===== src/rtl/tx_poll_pkg.sv =====
package tx_poll_pkg;
  typedef enum logic [2:0] {
    ST_IDLE = 3'd0,
    ST_WAIT = 3'd1,
    ST_POLL = 3'd2,
    ST_RESP = 3'd3,
    ST_FILL = 3'd4,
    ST_XMIT = 3'd5
  } tx_state_e;
endpackage


===== src/rtl/tx_poll_timer.sv =====
module tx_poll_timer #(
  parameter int CNT_W = 16
) (
  input  logic             clk,
  input  logic             rst_n,
  input  logic             restart,
  input  logic             count_en,
  input  logic [CNT_W-1:0] interval,
  output logic             expired
);
  localparam int EXT_W = CNT_W + 1;

  logic [CNT_W-1:0] cnt_q, cnt_d;
  logic [EXT_W-1:0] cnt_plus;

  assign cnt_plus = {1'b0, cnt_q} + EXT_W'(1);
  // expiry once this cycle would complete the interval (minimum one cycle)
  assign expired  = count_en && (cnt_plus >= {1'b0, interval});

  always_comb begin
    cnt_d = cnt_q;
    if (restart)       cnt_d = '0;
    else if (count_en) cnt_d = cnt_plus[CNT_W-1:0];
  end

  always_ff @(posedge clk or negedge rst_n) begin
    if (!rst_n) cnt_q <= '0;
    else        cnt_q <= cnt_d;
  end
endmodule


===== src/rtl/tx_poll_fsm.sv =====
module tx_poll_fsm
  import tx_poll_pkg::*;
(
  input  logic      clk,
  input  logic      rst_n,
  input  logic      run,
  input  logic      timer_expired,
  input  logic      rsp_valid,
  input  logic      rsp_own,
  input  logic      cmpl_valid,
  output tx_state_e state,
  output logic      desc_req,
  output logic      fill_req
);
  tx_state_e state_q, state_d;

  always_comb begin
    state_d = state_q;
    unique case (state_q)
      ST_IDLE: if (run) state_d = ST_POLL;
      ST_WAIT: begin
        if (!run)               state_d = ST_IDLE;
        else if (timer_expired) state_d = ST_POLL;
      end
      ST_POLL: state_d = ST_RESP;
      ST_RESP: begin
        if (rsp_valid) state_d = rsp_own ? ST_FILL : ST_WAIT;
      end
      ST_FILL: state_d = ST_XMIT;
      ST_XMIT: begin
        // end-of-frame poll: no interval after a completed frame
        if (cmpl_valid) state_d = run ? ST_POLL : ST_IDLE;
      end
      default: state_d = ST_IDLE;
    endcase
  end

  always_ff @(posedge clk or negedge rst_n) begin
    if (!rst_n) state_q <= ST_IDLE;
    else        state_q <= state_d;
  end

  assign state    = state_q;
  assign desc_req = (state_q == ST_POLL);
  assign fill_req = (state_q == ST_FILL);
endmodule


===== src/rtl/tx_irq_moderator.sv =====
module tx_irq_moderator (
  input  logic clk,
  input  logic rst_n,
  input  logic cmpl_valid,
  input  logic cmpl_err,
  input  logic cmpl_last,
  input  logic sup_ok,
  input  logic last_only,
  input  logic irq_en,
  input  logic irq_mask,
  input  logic done_clr,
  output logic done_flag,
  output logic irq
);
  logic done_q, done_d;
  logic cause_q, cause_d;
  logic ok_reports;
  logic cause_set;

  // successful frames report unless suppressed outright or not last in last-only mode
  assign ok_reports = !sup_ok && (!last_only || cmpl_last);
  assign cause_set  = cmpl_valid && (cmpl_err || ok_reports);

  always_comb begin
    done_d  = done_q;
    cause_d = cause_q;
    if (done_clr) begin
      done_d  = 1'b0;
      cause_d = 1'b0;
    end
    if (cmpl_valid) done_d  = 1'b1;
    if (cause_set)  cause_d = 1'b1;
  end

  always_ff @(posedge clk or negedge rst_n) begin
    if (!rst_n) begin
      done_q  <= 1'b0;
      cause_q <= 1'b0;
    end else begin
      done_q  <= done_d;
      cause_q <= cause_d;
    end
  end

  assign done_flag = done_q;
  assign irq       = cause_q && irq_en && !irq_mask;
endmodule


===== src/rtl/tx_poll_irq_ctrl.sv =====
module tx_poll_irq_ctrl
  import tx_poll_pkg::*;
#(
  parameter int CNT_W = 16
) (
  input  logic             clk,
  input  logic             rst_n,
  input  logic             run,
  input  logic [CNT_W-1:0] poll_interval,
  output logic             desc_req,
  input  logic             desc_rsp_valid,
  input  logic             desc_rsp_own,
  output logic             fill_req,
  input  logic             cmpl_valid,
  input  logic             cmpl_err,
  input  logic             cmpl_last,
  input  logic             sup_ok,
  input  logic             last_only,
  input  logic             irq_en,
  input  logic             irq_mask,
  input  logic             done_clr,
  output logic             done_flag,
  output logic             irq
);
  tx_state_e state;
  logic      timer_expired;
  logic      in_wait;

  assign in_wait = (state == ST_WAIT);

  tx_poll_timer #(.CNT_W(CNT_W)) u_timer (
    .clk      (clk),
    .rst_n    (rst_n),
    .restart  (!in_wait),
    .count_en (in_wait),
    .interval (poll_interval),
    .expired  (timer_expired)
  );

  tx_poll_fsm u_fsm (
    .clk           (clk),
    .rst_n         (rst_n),
    .run           (run),
    .timer_expired (timer_expired),
    .rsp_valid     (desc_rsp_valid),
    .rsp_own       (desc_rsp_own),
    .cmpl_valid    (cmpl_valid),
    .state         (state),
    .desc_req      (desc_req),
    .fill_req      (fill_req)
  );

  tx_irq_moderator u_irq (
    .clk        (clk),
    .rst_n      (rst_n),
    .cmpl_valid (cmpl_valid),
    .cmpl_err   (cmpl_err),
    .cmpl_last  (cmpl_last),
    .sup_ok     (sup_ok),
    .last_only  (last_only),
    .irq_en     (irq_en),
    .irq_mask   (irq_mask),
    .done_clr   (done_clr),
    .done_flag  (done_flag),
    .irq        (irq)
  );
endmodule


===== config.mk =====
export PLATFORM = sky130hd
export DESIGN_NAME = tx_poll_irq_ctrl
export DESIGN_NICKNAME = d
export VERILOG_FILES = /design/src/rtl/tx_poll_pkg.sv /design/src/rtl/tx_poll_timer.sv /design/src/rtl/tx_poll_fsm.sv /design/src/rtl/tx_irq_moderator.sv /design/src/rtl/tx_poll_irq_ctrl.sv
export SDC_FILE = /design/constraint.sdc
export NUM_CORES = 1
export LEC_CHECK = 0
export ABC_AREA = 1
export BUFFER_PORTS_ARGS = -buffer_cell sky130_fd_sc_hd__buf_4
export CORE_MARGIN = 2
export CORE_UTILIZATION = 30
export DETAILED_ROUTE_END_ITERATION = 10
export GPL_ROUTABILITY_DRIVEN = 1
export GPL_TIMING_DRIVEN = 0
export MAX_ROUTING_LAYER = met4
export REMOVE_ABC_BUFFERS = 1
export SLEW_MARGIN = 25
export SYNTH_ARGS = -nofsm -noshare
export SYNTH_HDL_FRONTEND = slang
export SYNTH_HIERARCHICAL = 1
export SYNTH_SLANG_ARGS = --single-unit
export TNS_END_PERCENT = 50

===== constraint.sdc =====
create_clock -name clk -period 3 [get_ports clk]
set_input_delay 0.6 -clock clk [delete_from_list [all_inputs] [get_ports clk]]
set_output_delay 0.6 -clock clk [all_outputs]
set_load 0.005 [all_outputs]

==> qor.txt, run 1 <==
Result of the run - finished clean
Post-route total power - 820.6 µW
Number of maximum-capacitance violations - 0
Final setup violation count - 0
Unique cell type count in the Yosys netlist - 24
Number of hold buffers added after CTS - 0
Class of the worst hold path - in -> async
Cell with the most instances on the worst path - nand2_1
Number of antenna diodes - 0
Floorplan die area - 6830 µm²
Y dimension of the die - 82.65 µm
Setup repair bufs after CTS - 0
Proportion of layout cells with a drive suffix above 1 - 18.73%
Hold Vio Cnt, Final - 0
Unrepaired setup endpoints after global routing - no
Maximum single-stage delay on the critical path - 0.41 ns
Mapped cell area - 1856 µm²
Num ports - 33
Clock slew at the register clock pins of the worst setup and hold paths - 0.08 ns
Critical Path Slowest Stage Cell - dfrtp_1
GR Overflow Total - 0
Count of TritonRoute iterations in the first routing pass - 4
Avg Vias per Cell - 4.359
Max-slew headroom at the worst pin - 57.68%
Syn. warnings - 6
Number of placement rows - 28
Master cell of the clock root buffer - clkbuf_8
Tot GR Track Use - 12.43%
First-pass GRT wire length - 6.306 mm
Clock tree from TritonCTS - done
First DRT Iteration DRCs - 57
Post-synthesis async set-or-reset flop share - 100.0%
Critical path fanouts, max - 4
Synthesized flop and latch total - 21
Part of the Yosys area used for sequential elements - 28.32%
Final routed wire length divided by cell count - 10.04 µm
Die X-Extent - 82.65 µm
EDFF count, synth - 0
Post-DRT Antenna Nets - 0
Synth Flop Type - dfrtp_1
Starting density of the core - 31.16%
Clock period minus final worst setup slack - 2.756 ns
Worst Path Class, Setup - reg -> reg
Clock buffer depth - 2
Gp weighted congestion - 0.7812
Total clock sinks - 21
Mean area per synthesized cell - 6.723 µm²
IR drop worst, VDD - 130.8 µV
Critical path capture point type - register
Number of buffer and inverter stages on the critical path - 5
Core Box Area - 5956 µm²
Aggregate negative setup slack - 0 ns
CP Launch Type - register
H-tree Lvls - 1
Max-slew violations - 0
Gate count of the mapped netlist - 276
Number of global-route vias before repair - 1507
Pin count of the biggest net entering global routing - 22
Timing-limited maximum frequency - 0.3629 GHz
Worst endpoint required time - 3.16 ns
Total power per unit cell area - 363.5 nW/µm²
Worst-case clock skew - 0.001280 ns
DP HPWL - 3.120 mm
Critical path, cell by cell - ha_1 -> nand2_2 -> nor2_4 -> inv_1 -> nor2_1 -> xor2_1 -> inv_1 -> ha_1 -> nand2_1 -> inv_1 -> nand2_1 -> inv_1 -> nand2_1 -> nand3_1 -> nand2_1 -> a21oi_1 -> inv_2 -> nand2_1 -> nand2_1 -> nand2_2 -> nand2_2 -> nand2_1 -> nand2_1
Worst skew pair latency - 0.26 ns
Count of buffers from port buffering - 32
Most frequent cells in the layout - nand2_1 (77), inv_1 (65), buf_4 (35)
Fillers - 653
Tcrit/Tclk final - 91.85%
DRC Markers - 0
CTS Buf Count - 3
Crit-path leading delay family - simple AND/OR/NAND/NOR gates
Growth of design area from synthesis to finish - 21.65%
Slew at the pin with the worst max-slew slack - 0.6324 ns
Arr. time, crit path - 2.91 ns
Number of resized instances in the post-cts repair step - 0
Count of nets after finishing - 362
Aggregate routed wire length - 3.917 mm
Most common library cell in the layout ignoring fill and taps - nand2_1
Via count of the routed design - 1700
Static Leak - 1.291 nW
Initial antenna violation count - 0
## registers in the layout, indices dropped and copies added, names as in the netlist
signal and cells:
u_fsm/state 3, u_irq/cause_q 1, u_irq/done_flag 1, u_timer/cnt_q 16
## per-stage QoR
stage	hold slack, ns	cells	cell area (µm²)	setup slack [ns]	utilization [%]
global placement	0.4681	383	2190	0.1916	36.76
global route	0.2255	390	2257	0.0003604	37.90
finish	0.2089	390	2257	0.2444	37.90
CTS	0.2181	387	2235	0.1516	37.52
floorplan	0.3044	276	1856	0.5362	-
detailed placement	0.4759	383	2190	0.1674	36.76
## Yosys cell counts, types with 2 or more instances
| master | number | area, µm² |
|---|---|---|
| nand2_1 | 77 | 289.0 |
| inv_1 | 65 | 244.0 |
| dfrtp_1 | 21 | 525.5 |
| ha_1 | 17 | 212.7 |
| nor2_1 | 15 | 56.30 |
| nand3_1 | 14 | 70.07 |
| o21ai_0 | 13 | 65.06 |
| nor2_4 | 7 | 78.83 |
| o22ai_1 | 7 | 43.79 |
| xor2_1 | 6 | 52.55 |
| a21oi_1 | 5 | 25.02 |
| nand4_1 | 5 | 31.28 |
| nand2_2 | 4 | 25.02 |
| nor2_2 | 4 | 25.02 |
| clkinv_1 | 3 | 11.26 |
| and2_1 | 2 | 12.51 |
| inv_2 | 2 | 7.510 |
| nand3_2 | 2 | 20.02 |
| nor3_1 | 2 | 10.01 |
## area by class of cell
| type | instances | area, µm² | share of cell area, % |
|---|---|---|---|
| clock buffer | 4 | 45.04 | 1.996 |
| inverter | 70 | 262.8 | 11.64 |
| multi-input combinational | 185 | 1067 | 47.28 |
| sequential | 21 | 525.5 | 23.28 |
| tap | 75 | 93.84 | 4.157 |
| timing repair buffer | 35 | 262.8 | 11.64 |
## where the power goes
group          switching, mW  leakage, nW  internal [mW]
clock                 0.0932       0.0228         0.0946
sequential            0.0411        0.284          0.304
combinational          0.173        0.984          0.114
total                  0.308         1.29          0.513
## worst register-to-register path: cells and delay by family, from the launching register on
family | cells | cell delay [ns]
and+or+nand+nor | 14 | 1.06
adders and majority gates | 2 | 0.50
DFF | 1 | 0.41
buffers and inverters | 5 | 0.31
xor gates and xnor gates | 1 | 0.18
AOI/OAI and AO/OA | 1 | 0.18
## path summary, 6_finish.rpt
| kind | start | to | slack, ns | cells after the start |
|---|---|---|---|---|
| max | u_timer/cnt_q[0] | u_fsm/state[0] | 0.24 | 23 |
| min | rst_n | u_timer/cnt_q[11] | 0.21 | 1 |
| max reg2reg | u_timer/cnt_q[0] | u_fsm/state[0] | 0.24 | 23 |
| min reg2reg | u_irq/cause_q | u_irq/cause_q | 0.49 | 2 |
| max in group asynchronous | rst_n | u_irq/done_flag | 2.57 | 1 |
| min in group clk | u_irq/cause_q | u_irq/cause_q | 0.49 | 2 |
## cell families after synthesis
| group | Yosys count | share of synthesized area [%] |
|---|---|---|
| AOI/OAI and AO/OA | 28 | 8.631 |
| xor gates and xnor gates | 7 | 3.709 |
| adders and majority gates | 17 | 11.46 |
| buffers and inverters | 70 | 14.16 |
| DFF | 21 | 28.32 |
| and+or+nand+nor | 133 | 33.72 |
## layer usage
metal	share of wire, %	track usage [%]	vias to the layer above	wire length, µm
met5	0	-	-	0
met4	1.2	3.934	0	48
met3	4.2	1.957	4	166
met2	48	20.89	28	1869
met1	47	15.33	742	1832
li1	-	-	926	-
Power figures use the tool's default switching activity.
==> inputs of run 2 (changes only) <==
- PLACE_DENSITY: unset -> 0.51
==> qor.txt, run 2 (synthesized netlist as in run 1, its figures left out) <==
Total clock sinks - 21 (unchanged)
Switching share of power - 37.47% (about the same)
Pin count of the biggest net entering global routing - 22 (unchanged)
Number of global-route vias before repair - 1558 (+3.4%)
Proportion of layout cells with a drive suffix above 1 - 19.62% (+0.89 points)
First-pass GRT wire length - 6.865 mm (+8.9%)
Hold Vio Cnt, Final - 0 (unchanged)
Worst endpoint required time - 3.15 ns (about the same)
Clock power frac - 22.1% (-0.8 points)
Class of the worst hold path - in -> async
Aggregate routed wire length - 4.030 mm (+2.9%)
Die X-Extent - 82.65 µm (unchanged)
Result of the run - finished clean
Crit-path leading delay family - simple AND/OR/NAND/NOR gates
Cell with the most instances on the worst path - nand2_1
Initial antenna violation count - 0 (unchanged)
Number of placement rows - 28 (unchanged)
First DRT Iteration DRCs - 70 (+23%)
Worst skew pair latency - 0.26 ns (about the same)
Number of hold buffers added after CTS - 0 (unchanged)
H-tree Lvls - 1 (unchanged)
Static Leak - 1.292 nW (about the same)
Clock buffer depth - 2 (unchanged)
Cell internal pwr - 518.2 µW (+1.0%)
Combinational fraction of design power - 36.1% (+1.1 points)
CTS Buf Count - 3 (unchanged)
Register ranked first by flip-flop count - u_timer/cnt_q
Slew at the pin with the worst max-slew slack - 0.6057 ns (-0.02670 ns)
DRC Markers - 0 (unchanged)
Final routed wire length divided by cell count - 10.31 µm (+2.6%)
Clock slew at the register clock pins of the worst setup and hold paths - 0.08 ns (about the same)
Post-DRT Antenna Nets - 0 (unchanged)
Sequential Power Share - 41.8% (-0.3 points)
DP HPWL - 3.229 mm (+3.5%)
Clock period minus final worst setup slack - 2.702 ns (-0.05341 ns)
Final hold slack - 0.2191 ns (+0.01014 ns)
Max FFs per register - 16 (unchanged)
Flop-to-flop setup slack - 0.30 ns (+0.05 ns)
Number of non-filler instances in the completed layout - 391 (+0.26%)
Unrepaired setup endpoints after global routing - no
Number of maximum-capacitance violations - 0 (unchanged)
Tot GR Track Use - 13.36% (+0.93 points)
Count of buffers from port buffering - 32 (unchanged)
Instance count after placement with tap cells included - 383 (unchanged)
Worst Path Class, Setup - reg -> reg
Growth of design area from synthesis to finish - 22.25%
Psw - 310.6 µW (+0.95%)
Gp weighted congestion - 0.7365 (-5.7%)
Fillers - 662 (+1.4%)
Critical path, cell by cell - ha_2 -> nand2_2 -> nor2_4 -> inv_1 -> nor2_1 -> xor2_1 -> inv_1 -> ha_1 -> nand2_1 -> inv_1 -> nand2_1 -> inv_1 -> nand2_1 -> nand3_1 -> nand2_1 -> a21oi_1 -> inv_2 -> nand2_1 -> nand2_1 -> nand2_2 -> nand2_2 -> nand2_1 -> nand2_1
Arr. time, crit path - 2.86 ns (-0.05 ns)
Final setup violation count - 0 (unchanged)
Y dimension of the die - 82.65 µm (unchanged)
IR drop worst, VDD - 261.8 µV (+100%)
Avg Vias per Cell - 4.425 (+1.5%)
Worst-case clock skew - 0.004976 ns (+0.003697 ns)
Count of TritonRoute iterations in the first routing pass - 4 (unchanged)
Critical path fanouts, max - 5 (+1)
Total power per unit cell area - 365.4 nW/µm² (+0.51%)
CP Launch Type - register
Clock tree from TritonCTS - done
Via count of the routed design - 1730 (+1.8%)
DP Area - 2190 µm² (unchanged)
Maximum single-stage delay on the critical path - 0.39 ns (-0.02 ns)
Max-slew headroom at the worst pin - 59.47% (+1.8 points)
Critical path capture point type - register
Critical Path Slowest Stage Cell - dfrtp_1
Num ports - 33 (unchanged)
Master cell of the clock root buffer - clkbuf_8
Count of nets after finishing - 363 (+0.28%)
Number of buffer and inverter stages on the critical path - 5 (unchanged)
Timing-limited maximum frequency - 0.3701 GHz (+2.0%)
Most common library cell in the layout ignoring fill and taps - nand2_1
Number of antenna diodes - 0 (unchanged)
Starting density of the core - 31.16% (unchanged)
Final design instance area without fill - 2268 µm² (+0.50%)
Max-slew violations - 0 (unchanged)
Aggregate negative setup slack - 0 ns (unchanged)
Floorplan die area - 6830 µm² (unchanged)
GR Overflow Total - 0 (unchanged)
Core Box Area - 5956 µm² (unchanged)
Tcrit/Tclk final - 90.07% (-1.8 points)
Most frequent cells in the layout - nand2_1 (77), inv_1 (65), buf_4 (36)
[run 2: power groups by stage]
stage | clock network [mW] | logic, mW | registers [mW]
finish | 0.183 | 0.299 | 0.347
global route | 0.210 | 0.341 | 0.353
CTS | 0.193 | 0.292 | 0.348
detailed placement | 0 | 0.291 | 0.353
global placement | 0 | 0.288 | 0.355
floorplan | 0 | 0.196 | 0.341
[run 2: path summary, 6_finish.rpt]
| check | start | end | cells after the start |
|---|---|---|---|
| worst min-delay path | rst_n | u_timer/cnt_q[9] | 1 |
| worst min register to register | u_irq/done_flag | u_irq/done_flag | 1 |
| worst max register to register | u_timer/cnt_q[1] | u_fsm/state[0] | 23 |
| min in group clk | u_irq/done_flag | u_irq/done_flag | 1 |
| worst max-delay path | u_timer/cnt_q[1] | u_fsm/state[0] | 23 |
| max in group asynchronous | rst_n | u_timer/cnt_q[0] | 1 |
[run 2: area by class of cell]
class	count	area (µm²)	share of cell area [%]
sequential	21	526.8	23.22
timing repair buffer	36	270.3	11.91
inverter	70	262.8	11.58
multi-input combinational	185	1070	47.16
tap	75	93.84	4.137
clock buffer	4	45.04	1.986
[run 2: timing repair]
| action | CTS | global route |
|---|---|---|
| endpoints found under the setup margin | 0 | 3 |
| gates resized for setup | 0 | 2 |
| endpoints found under the hold margin | 0 | 0 |
| setup buffers | 0 | 4 |
[run 2: per-stage QoR]
step	util [%]	power [mW]	worst slack, ns
2_1_floorplan	-	0.5366	0.5362
3_3_place_gp	36.76	0.6428	0.1704
3_5_place_dp	36.76	0.6440	0.1701
4_1_cts	37.52	0.8331	0.1488
5_1_grt	38.09	0.9044	0.01452
6_report	38.09	0.8288	0.2978
[run 2: worst reg2reg max path, stage by stage, from the launching register on]
cell     delay (ns)
dfrtp_1        0.39
ha_2           0.21
nand2_2        0.07
nor2_4         0.15
inv_1          0.08
nor2_1         0.11
xor2_1         0.18
inv_1          0.06
ha_1           0.29
nand2_1        0.05
inv_1          0.04
nand2_1        0.09
inv_1          0.09
nand2_1        0.05
nand3_1        0.11
nand2_1        0.06
a21oi_1        0.17
inv_2          0.04
nand2_1        0.05
nand2_1        0.05
nand2_2        0.09
nand2_2        0.05
nand2_1        0.05
nand2_1        0.05
[run 2: per-layer routing]
layer	global-route usage, %	wire length [µm]	up-vias
met5	-	0	-
met2	22.42	1886	40
met1	17.08	1980	759
met3	2.935	151	2
li1	-	-	929
met4	1.475	10	0
